===== src/rtl/pgbuf_pkg.sv =====
package pgbuf_pkg;
   typedef enum logic [2:0] {
      OP_NONE       = 3'd0,
      OP_LOAD       = 3'd1,
      OP_CONF_CACHE = 3'd2,
      OP_CONF_PAGE  = 3'd3,
      OP_STATUS     = 3'd4,
      OP_COLUMN     = 3'd5
   } pg_op_e;

   localparam int ST_FAIL_BIT  = 0;
   localparam int ST_ARRAY_BIT = 5;
   localparam int ST_CACHE_BIT = 6;
endpackage


===== src/rtl/pgbuf_seq.sv =====
module pgbuf_seq
   import pgbuf_pkg::*;
(
   input  logic       clk,
   input  logic       rst_n,
   input  logic       cmd_valid,
   input  logic [2:0] cmd_code,
   input  logic       din_valid,
   input  logic       copy_busy,
   input  logic       copy_last,
   input  logic       prog_busy,
   input  logic       prog_last,
   output logic       cache_rdy,
   output logic       arr_rdy,
   output logic       load_acc,
   output logic       col_acc,
   output logic       wr_acc,
   output logic       wr_rej,
   output logic       copy_start,
   output logic       stat_en
);
   logic seq_open, pend, pend_final, copy_final, arr_final, hold;
   logic is_conf, conf_acc, conf_final, arr_free;

   assign cache_rdy  = !copy_busy && !pend && !hold;
   assign arr_rdy    = !prog_busy && !copy_busy && !pend;
   assign is_conf    = cmd_valid && (cmd_code == OP_CONF_CACHE || cmd_code == OP_CONF_PAGE);
   assign conf_final = (cmd_code == OP_CONF_PAGE);
   assign conf_acc   = is_conf && cache_rdy && seq_open;
   assign load_acc   = cmd_valid && cmd_code == OP_LOAD && cache_rdy;
   assign col_acc    = cmd_valid && cmd_code == OP_COLUMN && cache_rdy && seq_open;
   assign wr_acc     = din_valid && !cmd_valid && cache_rdy && seq_open;
   assign wr_rej     = din_valid && !wr_acc;
   assign arr_free   = !prog_busy || prog_last;
   assign copy_start = (conf_acc || pend) && arr_free;

   always_ff @(posedge clk) begin
      if (!rst_n) begin
         seq_open   <= 1'b0;
         pend       <= 1'b0;
         pend_final <= 1'b0;
         copy_final <= 1'b0;
         arr_final  <= 1'b0;
         hold       <= 1'b0;
         stat_en    <= 1'b0;
      end else begin
         if (load_acc) seq_open <= 1'b1;
         else if (conf_acc) seq_open <= 1'b0;

         if (copy_start) pend <= 1'b0;
         else if (conf_acc) pend <= 1'b1;

         if (conf_acc) pend_final <= conf_final;

         if (copy_start) copy_final <= conf_acc ? conf_final : pend_final;

         if (copy_last) arr_final <= copy_final;

         if (conf_acc && conf_final) hold <= 1'b1;
         else if (prog_last && arr_final) hold <= 1'b0;

         if (cmd_valid && cmd_code == OP_LOAD) stat_en <= 1'b0;
         else if (cmd_valid && cmd_code == OP_STATUS) stat_en <= 1'b1;
      end
   end
endmodule


===== config.mk =====
export PLATFORM = sky130hd
export DESIGN_NAME = pgbuf_seq
export DESIGN_NICKNAME = d
export VERILOG_FILES = /design/src/rtl/pgbuf_pkg.sv /design/src/rtl/pgbuf_seq.sv
export SDC_FILE = /design/constraint.sdc
export NUM_CORES = 1
export LEC_CHECK = 0
export BUFFER_PORTS_ARGS = -buffer_cell sky130_fd_sc_hd__buf_2
export CORE_AREA = 2 2 39 41
export CTS_CLUSTER_DIAMETER = 100
export CTS_CLUSTER_SIZE = 8
export DETAILED_ROUTE_END_ITERATION = 10
export DIE_AREA = 0 0 41 43
export HOLD_SLACK_MARGIN = 0.08
export PLACE_DENSITY_LB_ADDON = 0.2
export SYNTH_ARGS = -nofsm -noshare
export SYNTH_HDL_FRONTEND = slang
export SYNTH_SLANG_ARGS = --single-unit

===== constraint.sdc =====
create_clock -name clk -period 2.8 [get_ports clk]
set_input_delay 0.56 -clock clk [delete_from_list [all_inputs] [get_ports clk]]
set_output_delay 0.56 -clock clk [all_outputs]
set_load 0.03 [all_outputs]

==> reports/results.env <==
DP_SLACK_PS=595
DRT_ITER0_MARKERS=2
SYNTHESIS_TO_LAYOUT_AREA_GROWTH_PCT=34.5
GR-MAX-USAGE-LAYER='met1'
DR.PASS1.ITERS=4
FINAL.PERIOD_UTILIZATION_PCT=79.4
FMAX_MHz=450
TIMING.MAX_CAP.VIOLATIONS=0
HTREE_NUM_LEVELS=1
POWER.DENSITY_nW_PER_UM2=447
MET2_TRACK_USAGE_GR_PCT=16.3
GRT_MAX_DEGREE=8
FINALWORSTPATHREQUIREDPERIOD_PS=2220
WORSTSETUPSTARTPOINTTYPE='register'
WORST-PATH-MAX-FANOUT=7
SYNTH.LIB_CELLS_USED.DISTINCT=23
HOLD_CLASS='register to register'
AGGREGATE_NEGATIVE_SETUP_SLACK_PS=0
GR-USAGE-ALL-LAYERS_PCT=13.5
CLKLATENCYLATEPIN_PS=260
CTS.REPORTEDPATHS.CLKPINSLEW_PS=60
SETUP_VIOL_COUNT_FINAL=0
FLOORPLAN.CORE_AREA_UM2=1380
GRT_PASS1_WL_UM=1550
SYN-CELL-AREA_UM2=395
DRCVIOLATIONCOUNT=0
GRT_SETUP_UNREPAIRED='no'
TRITONCTS='done'
REPORT.FINAL.HOLD_VIOL_COUNT=0
GRT_PASS1_VIAS=359
GRT_USE_MET1_PCT=18.6
CTS_INSERTED_BUFFERS=3
GRT.OVERFLOW.TOTAL=0
DIODES=0
FINALNONFILLERCELLS=86
DIE_H_UM=43
PLACEMENTROWS=14
SYNTH.NET_COUNT=59
DP.FINAL_HPWL_UM=730
NNETSFINAL=82
FINALPOWER_mW=0.238
DRV_SLEW=0
LEAKAGEPOWER_nW=0.231
DIE_AREA_UM2=1760
POSTROUTEWIRELENGTH_UM=950
YOSYS_REGISTER_BITS=7
DPL.CELL_COUNT=82
DRT-WIRELENGTH-PER-CELL_UM=11.0
CLOCK_SKEW_PS=8.71
CLK_ROOT_BUFFER_CELL='sky130_fd_sc_hd__clkbuf_4'
CTSLONGESTPATHBUFFERS=2
DETAIL_ROUTE.VIAS_PER_CELL=4.85
POST_SYNTH.CELL_AREA_AVG_UM2=8.24
POST_SYNTH_INST_COUNT=48
SYNTH_SEQUENTIAL_AREA_RATIO_PCT=35.4
ANT_NETS=0
WEIGHTED_CONGESTION_REPORTED_AT_THE_END_OF_ROUTABILITY_DRIVEN_PLACEMENT=0.667
PORT-BUFFER-COUNT=18
CRITPATHKIND='register to output pin'
CTS.SINKS=7
TIMING_WORST_SLEW_PIN_VALUE_PS=501
CRIT_REQUIRED_PS=2240
CTS_SETUP_BUFFERS=0
YS_WARN_COUNT=0
NUM_VIAS=417
OUTCOME='finished, final reports clean'
CRITPATHCAPTURETYPE='output pin'
POWER.IR.VDD_WORST_V=0.000119
GRT_ANTENNA_BEFORE_REPAIR=0
FINAL_LAYOUT_SIZE_SUFFIX_GT1_SHARE_PCT=34.3
HOLDBUFCOUNTCTS=0
BOUNDARYPINS=19
GRTUSAGEMET3_PCT=1.57
INITIAL_CORE_UTIL_PCT=28.6
WORST_SLACK_PS=577
DIE_W_UM=41
CRITPATHARRIVALTIME_PS=1660
CTSRESIZECOUNT=0
SLEW-LIMIT-HEADROOM_PCT=66.1
==> cell usage after synthesis <==
cell / n / area share (%)
sky130_fd_sc_hd__a211oi_1: 2 / 3.8
sky130_fd_sc_hd__a21oi_1: 4 / 5.1
sky130_fd_sc_hd__a31oi_1: 1 / 1.6
sky130_fd_sc_hd__and3b_1: 3 / 6.6
sky130_fd_sc_hd__dfxtp_1: 7 / 35
sky130_fd_sc_hd__inv_1: 2 / 1.9
sky130_fd_sc_hd__mux2i_1: 1 / 2.5
sky130_fd_sc_hd__nand2_1: 5 / 4.7
sky130_fd_sc_hd__nand2b_1: 1 / 1.6
sky130_fd_sc_hd__nand3_1: 1 / 1.3
sky130_fd_sc_hd__nand3b_1: 1 / 1.9
sky130_fd_sc_hd__nor2_1: 4 / 3.8
sky130_fd_sc_hd__nor2b_1: 2 / 3.2
sky130_fd_sc_hd__nor3_1: 4 / 5.1
sky130_fd_sc_hd__nor3b_1: 1 / 1.9
sky130_fd_sc_hd__nor4_2: 1 / 3.2
sky130_fd_sc_hd__nor4b_1: 1 / 2.2
sky130_fd_sc_hd__o21a_1: 1 / 1.9
sky130_fd_sc_hd__o21ai_0: 2 / 2.5
sky130_fd_sc_hd__o21bai_1: 1 / 1.9
sky130_fd_sc_hd__o311ai_0: 1 / 2.2
sky130_fd_sc_hd__or3b_2: 1 / 2.2
sky130_fd_sc_hd__or4b_4: 1 / 3.5
==> logic make-up (layout without fill, tap and decap cells) <==
group	Yosys count	in the layout	synth area share [%]
AOI/OAI and AO/OA	12	12	19.0
buffers and inverters	2	24	1.90
DFF	7	7	35.4
muxes	1	1	2.53
and+or+nand+nor	26	26	41.1
==> metrics by stage <==
step                hold slack (ps)  area [µm²]  util, %
detailed placement              469         505     36.5
finish                          481         532     38.4
global route                    507         532     38.4
global placement                466         505     36.5
floorplan                       452         395        -
CTS                             476         532     38.4
==> cells in the final DEF (no fill, tap or decap) <==
| cell | n |
|---|---|
| sky130_fd_sc_hd__buf_2 | 18 |
| sky130_fd_sc_hd__dfxtp_1 | 7 |
| sky130_fd_sc_hd__nand2_1 | 5 |
| sky130_fd_sc_hd__nor3_1 | 4 |
| sky130_fd_sc_hd__nor2_1 | 4 |
| sky130_fd_sc_hd__a21oi_1 | 4 |
| sky130_fd_sc_hd__and3b_1 | 3 |
| sky130_fd_sc_hd__clkbuf_4 | 3 |
| sky130_fd_sc_hd__nor2b_1 | 2 |
| sky130_fd_sc_hd__o21ai_0 | 2 |
| sky130_fd_sc_hd__inv_1 | 2 |
| sky130_fd_sc_hd__a211oi_1 | 2 |
| sky130_fd_sc_hd__nand2b_1 | 1 |
| sky130_fd_sc_hd__nor4b_1 | 1 |
| sky130_fd_sc_hd__or4b_4 | 1 |
| sky130_fd_sc_hd__nor3b_1 | 1 |
| sky130_fd_sc_hd__o21a_1 | 1 |
| sky130_fd_sc_hd__nand3_1 | 1 |
| sky130_fd_sc_hd__nand3b_1 | 1 |
| sky130_fd_sc_hd__or3b_2 | 1 |
| sky130_fd_sc_hd__o311ai_0 | 1 |
| sky130_fd_sc_hd__nor4_2 | 1 |
| sky130_fd_sc_hd__mux2i_1 | 1 |
| sky130_fd_sc_hd__o21bai_1 | 1 |
| sky130_fd_sc_hd__a31oi_1 | 1 |
| sky130_fd_sc_hd__clkbuf_1 | 1 |
==> state kept, by name, indices dropped and copies added, names as in the netlist <==
name and cells:
pend_final 1, pend 1, stat_en 1, seq_open 1
arr_final 1, copy_final 1, hold 1
==> path summary, 6_finish.rpt <==
| check | slack, ps | to | startpoint | cells after the start |
|---|---|---|---|---|
| worst max-delay path | 580 | wr_acc | pend | 3 |
| worst min register to register | 480 | pend_final | pend_final | 2 |
| worst min-delay path | 480 | pend_final | pend_final | 2 |
| worst max register to register | 1370 | copy_final | pend | 3 |
==> metal layers <==
| metal | vias up | share of wire (%) |
|---|---|---|
| met5 | - | 0 |
| met4 | 0 | 4.9 |
| met3 | 5 | 6.0 |
| met2 | 19 | 39 |
| met1 | 172 | 50 |
| li1 | 221 | - |
==> critical path, cell delays in order, from the launching register on <==
cell,delay (ps)
sky130_fd_sc_hd__dfxtp_1,370
sky130_fd_sc_hd__or4b_4,600
sky130_fd_sc_hd__nor3b_1,210
sky130_fd_sc_hd__buf_2,220
==> report_power, final <==
group          switching (mW)  internal (mW)
combinational          0.0226         0.0152
clock                  0.0430         0.0547
sequential           0.000950          0.101
==> final cells by class <==
class                      instances  area (µm²)
multi-input combinational         39         248
clock buffer                       4        26.3
timing repair buffer              18        90.1
tap                               16        20.0
fill                             151         852
inverter                           2        7.51
sequential                         7         140
No activity file was read; power rests on OpenSTA's default activity.
